[src/rtl/bsc_pkg.sv]
package bsc_pkg;

  typedef struct packed {
    logic en_pd;
    logic strap_pd;
  } pulldown_t;

  // Two-transistor network: a pull-down is active only when the lines disagree.
  function automatic pulldown_t net_decode(input logic dtr_lvl, input logic rts_lvl);
    pulldown_t r;
    r.en_pd    = (rts_lvl == 1'b0) && (dtr_lvl == 1'b1);
    r.strap_pd = (dtr_lvl == 1'b0) && (rts_lvl == 1'b1);
    return r;
  endfunction

  // Strap node: network pull-down > application drive > pull-up.
  function automatic logic strap_resolve(input logic pd, input logic oe, input logic val);
    if (pd)      return 1'b0;
    else if (oe) return val;
    else         return 1'b1;
  endfunction

endpackage

[src/rtl/bsc_pulldown_net.sv]
module bsc_pulldown_net
  import bsc_pkg::*;
(
  input  logic dtr_n,
  input  logic rts_n,
  input  logic app_strap_oe,
  input  logic app_strap_val,
  output logic en_pd,
  output logic strap_pd,
  output logic strap_lvl
);
  pulldown_t pd;

  always_comb begin
    pd        = net_decode(dtr_n, rts_n);
    en_pd     = pd.en_pd;
    strap_pd  = pd.strap_pd;
    strap_lvl = strap_resolve(pd.strap_pd, app_strap_oe, app_strap_val);
  end
endmodule

[src/rtl/bsc_charge_timer.sv]
module bsc_charge_timer #(
  parameter int CHARGE_CYCLES = 8
) (
  input  logic clk,
  input  logic rst_n,
  input  logic hold_low,
  output logic en_late
);
  localparam int CNT_W = $clog2(CHARGE_CYCLES + 1);
  localparam logic [CNT_W-1:0] LIMIT = CNT_W'(CHARGE_CYCLES);

  logic [CNT_W-1:0] cnt;

  always_ff @(posedge clk) begin
    if (!rst_n)             cnt <= '0;
    else if (hold_low)      cnt <= '0;
    else if (cnt != LIMIT)  cnt <= cnt + 1'b1;
  end

  assign en_late = (cnt == LIMIT);
endmodule

[src/rtl/bsc_boot_sampler.sv]
module bsc_boot_sampler (
  input  logic clk,
  input  logic rst_n,
  input  logic en_late,
  input  logic strap_lvl,
  output logic en_rise,
  output logic pulse,
  output logic download
);
  logic en_q;

  assign en_rise = en_late & ~en_q;

  always_ff @(posedge clk) begin
    if (!rst_n) begin
      en_q     <= 1'b0;
      pulse    <= 1'b0;
      download <= 1'b0;
    end else begin
      en_q  <= en_late;
      pulse <= en_rise;
      if (en_rise) download <= ~strap_lvl;
    end
  end
endmodule

[src/rtl/boot_strap_ctrl.sv]
module boot_strap_ctrl #(
  parameter int CHARGE_CYCLES = 8
) (
  input  logic clk,
  input  logic rst_n,
  input  logic dtr_n,
  input  logic rts_n,
  input  logic app_strap_oe,
  input  logic app_strap_val,
  output logic en_pulldown,
  output logic strap_pulldown,
  output logic strap_level,
  output logic en_delayed,
  output logic chip_reset,
  output logic boot_pulse,
  output logic boot_download
);
  logic en_rise;

  bsc_pulldown_net i_net (
    .dtr_n         (dtr_n),
    .rts_n         (rts_n),
    .app_strap_oe  (app_strap_oe),
    .app_strap_val (app_strap_val),
    .en_pd         (en_pulldown),
    .strap_pd      (strap_pulldown),
    .strap_lvl     (strap_level)
  );

  bsc_charge_timer #(.CHARGE_CYCLES(CHARGE_CYCLES)) i_timer (
    .clk      (clk),
    .rst_n    (rst_n),
    .hold_low (en_pulldown),
    .en_late  (en_delayed)
  );

  bsc_boot_sampler i_samp (
    .clk       (clk),
    .rst_n     (rst_n),
    .en_late   (en_delayed),
    .strap_lvl (strap_level),
    .en_rise   (en_rise),
    .pulse     (boot_pulse),
    .download  (boot_download)
  );

  assign chip_reset = ~en_delayed;
endmodule

[config.mk]
export PLATFORM = sky130hd
export DESIGN_NAME = boot_strap_ctrl
export DESIGN_NICKNAME = d
export VERILOG_FILES = /design/src/rtl/bsc_pkg.sv /design/src/rtl/bsc_pulldown_net.sv /design/src/rtl/bsc_charge_timer.sv /design/src/rtl/bsc_boot_sampler.sv /design/src/rtl/boot_strap_ctrl.sv
export SDC_FILE = /design/constraint.sdc
export NUM_CORES = 1
export LEC_CHECK = 0
export ABC_CLOCK_PERIOD_IN_PS = 1200
export BUFFER_PORTS_ARGS = -buffer_cell sky130_fd_sc_hd__buf_2
export CORE_AREA = 2 2 39 41
export CTS_CLUSTER_DIAMETER = 150
export CTS_CLUSTER_SIZE = 10
export DETAILED_ROUTE_END_ITERATION = 8
export DIE_AREA = 0 0 41 43
export HOLD_SLACK_MARGIN = 0.02
export PLACE_DENSITY = 0.57
export SYNTH_ARGS = -nofsm -noshare
export SYNTH_HDL_FRONTEND = slang
export SYNTH_SLANG_ARGS = --single-unit
[constraint.sdc]
create_clock -name clk -period 1.2 [get_ports clk]
set_input_delay 0.24 -clock clk [delete_from_list [all_inputs] [get_ports clk]]
set_output_delay 0.24 -clock clk [all_outputs]
set_load 0.01 [all_outputs]
==> flow_metrics.tcl <==
set metrics [dict create \
    crit_family "flip-flops" \
    cp.required_ns 0.96 \
    crit_fanout 4 \
    hold_class "input port to flop" \
    slowest_delay_ns 0.33 \
    combinationalPowerShare 0.128 \
    yosys_warnings 0 \
    drt_iter0_markers 1 \
    diodes 0 \
    power.share.clock 0.417 \
    synth_top_cell_by_area "dfxtp_1" \
    final.min_clock_period_ns 1.413 \
    synthTopCellsByArea "dfxtp_1, ha_1, inv_1" \
    slowest_stage "dfxtp_2" \
    r2r_slack_ns -0.19 \
    seq_power_share 0.455 \
    routedWlPerCell_microns 9.067 \
    via_per_inst 4.107 \
    power_leakage_nw 0.2555 \
    drc 0 \
    die-area_sq_um 1763 \
    fillers 138 \
    crit_start "i_timer.cnt[0]" \
    cp.buffers_inverters 3 \
    yosysUniqueCellTypes 18 \
    synth_area_sq_um 334.1 \
    cp_common_cell "inv_2" \
    start_util 0.2414 \
    outcome "finished with violations" \
    period_share 1.177 \
    maxCapViolCount 0 \
    area_growth_pct 57.30 \
    drt_pre_antenna_iters 2 \
    rsz0062_at_grt "yes" \
    grt_pass1_vias 290 \
    ys_ff_latch 7 \
    rows 14 \
    critPathArrivalTime_ns 1.17 \
    cts_max_level 1 \
    nets 68 \
    cts_tree "done" \
    die_h_microns 43 \
    cp-start-kind "flop" \
    wl_microns 680 \
    cts.sinks 7 \
    grtUsageTotal 0.09256 \
    grt_antenna_before_repair 0 \
    globalplace.congestion 0.5704 \
    path_cells "inv_2 > ha_2 > and3b_2 > inv_2 > buf_6" \
    hold_buffers 0 \
    pin_count 13 \
    dieWidth_microns 41 \
    cts_buffer_depth 2 \
    register_area_sq_um 142.6 \
    endpoint "chip_reset" \
    hold_viol_final 0 \
    vdd_drop_max_mv 0.4884 \
    swShare 0.2532 \
    setup_ws_ns -0.2127 \
    drive_gt1_frac 0.6271 \
    syn_inst 35 \
    timing.rr.start "i_timer.cnt[0]" \
    powerDensity_nw_per_um2 1021 \
    relSlewSlack 0.8622 \
    p_sw_mw 0.1358 \
    port_buffers 12 \
    finalClockSkew_ns 0.006169 \
    pre_cts_ws_ns -0.04713 \
    grt-ovfl-total 0 \
    synth_top_cell_area_share 0.4195 \
    avgSynthCellArea_sq_um 9.545 \
    syn_nets 43 \
    postRouteAntennaNets 0 \
    ys_seq_area_frac 0.4195 \
    setup_violations 7 \
    reg2reg_depth 8 \
    core_sq_um 1384 \
    crit_cells 5 \
    worstMarginPinSlew_ns 0.2066 \
    worstSetupEndpointType "primary output" \
    intPower_mw 0.4007 \
    multi_input_area_sq_um 171.4 \
    grt_pass1_wl_mm 1.048 \
    final-max-slew-violation-count 0 \
    clk_latency_ns 0.26 \
    fmax_mhz 707.9 \
    clk_pin_slew_worst_paths_ns 0.06 \
    vias 308 \
    clockRootBuffer "clkbuf_4" \
    reg2reg_to "i_timer.cnt[0]" \
    numCtsBuffers 3 \
    p_total_mw 0.5365 \
    grt_max_degree 6 \
    dpl.hpwl_microns 488.2 \
    violations "negative setup slack" \
    worstSetupPathType "flop to primary output" \
]
-- worst min path at each step --
| stage | from | end | cells after the start |
|---|---|---|---|
| floorplan | rst_n | i_samp.download | 2 |
| global placement | i_samp.en_q | i_samp.pulse | 1 |
| detailed placement | i_samp.en_q | i_samp.pulse | 1 |
| CTS | rst_n | i_samp.download | 3 |
| global route | rst_n | i_samp.download | 3 |
| finish | rst_n | i_samp.download | 3 |
-- tightest hold or removal path: stages --
cell      delay (ns)
buf_2           0.11
inv_1           0.06
a311oi_2        0.04
-- final cells by class --
cell class	count	share of cell area
flip-flops and latches	7	0.2714
well taps	16	0.03810
inverters	6	0.04286
clock inverters	1	0.009524
multi-input cells	21	0.3262
repair buffers	21	0.2690
clock buffers	3	0.04286
-- sequential cells by signal, indices dropped and copies added, names as in the netlist --
name,flops
i_samp.download,1
i_timer.cnt,4
i_samp.en_q,1
i_samp.pulse,1
-- synthesized netlist by cell type --
cell,number
a311oi_2,1
xor2_1,1
buf_6,1
nand2b_1,1
xnor2_1,2
a21oi_1,2
ha_1,2
nor3_1,1
and2_4,1
nor2b_4,1
nand3_1,1
dfxtp_1,7
a21oi_2,1
nor2b_1,2
nor2_1,2
nand2_1,2
inv_1,6
and3b_1,1
-- routing by layer --
layer / global-route usage / share of wire
met1: 0.09061 / 0.38
met2: 0.1344 / 0.50
met3: 0.06283 / 0.11
met4: 0.06000 / 0.018
met5: 0 / 0
-- power groups by stage --
stage / clock, mW / sequential (mW) / combinational [mW]
floorplan: 0 / 0.250 / 0.0286
finish: 0.224 / 0.244 / 0.0688
global placement: 0 / 0.248 / 0.0614
detailed placement: 0 / 0.249 / 0.0623
global route: 0.244 / 0.244 / 0.0776
CTS: 0.235 / 0.244 / 0.0695
-- cells by family (layout without fill, tap and decap cells) --
| group | count (synthesis) | after routing | synth area share |
|---|---|---|---|
| compound gates | 4 | 4 | 0.1011 |
| xor+xnor | 3 | 3 | 0.07867 |
| fa+ha+maj | 2 | 2 | 0.07489 |
| buf+inv | 7 | 31 | 0.1011 |
| flops | 7 | 7 | 0.4195 |
| simple gates | 12 | 12 | 0.2247 |
-- what timing repair did --
item,CTS,global route
setup endpoints to repair,5,6
pin swaps,1,2
buffers inserted,2,1
resized for setup,6,2
-- through the flow --
step / utilization / hold slack (ns) / cells / cell area [sq um] / setup TNS, ns
after floorplan: - / 0.3675 / 35 / 336.6 / 0
after global placement: 0.3255 / 0.4451 / 68 / 450.4 / -0.07929
after detailed placement: 0.3255 / 0.4462 / 68 / 450.4 / -0.1506
after CTS: 0.3689 / 0.2209 / 74 / 510.5 / -0.7168
after global routing: 0.3797 / 0.2433 / 75 / 525.5 / -1.379
final: 0.3797 / 0.2280 / 75 / 525.5 / -1.051
-- layout by cell type (no fill, tap or decap), drive strengths merged --
| master | n |
|---|---|
| nand2 | 2 |
| xnor2 | 2 |
| buf | 21 |
| nor3 | 1 |
| nor2 | 2 |
| nand2b | 1 |
| nand3 | 1 |
| a311oi | 1 |
| dfxtp | 7 |
| and2 | 1 |
| clkbuf | 3 |
| clkinv | 1 |
| inv | 6 |
| ha | 2 |
| and3b | 1 |
| nor2b | 3 |
| xor2 | 1 |
| a21oi | 3 |
Note: power is estimated with default switching activity, not from simulation.
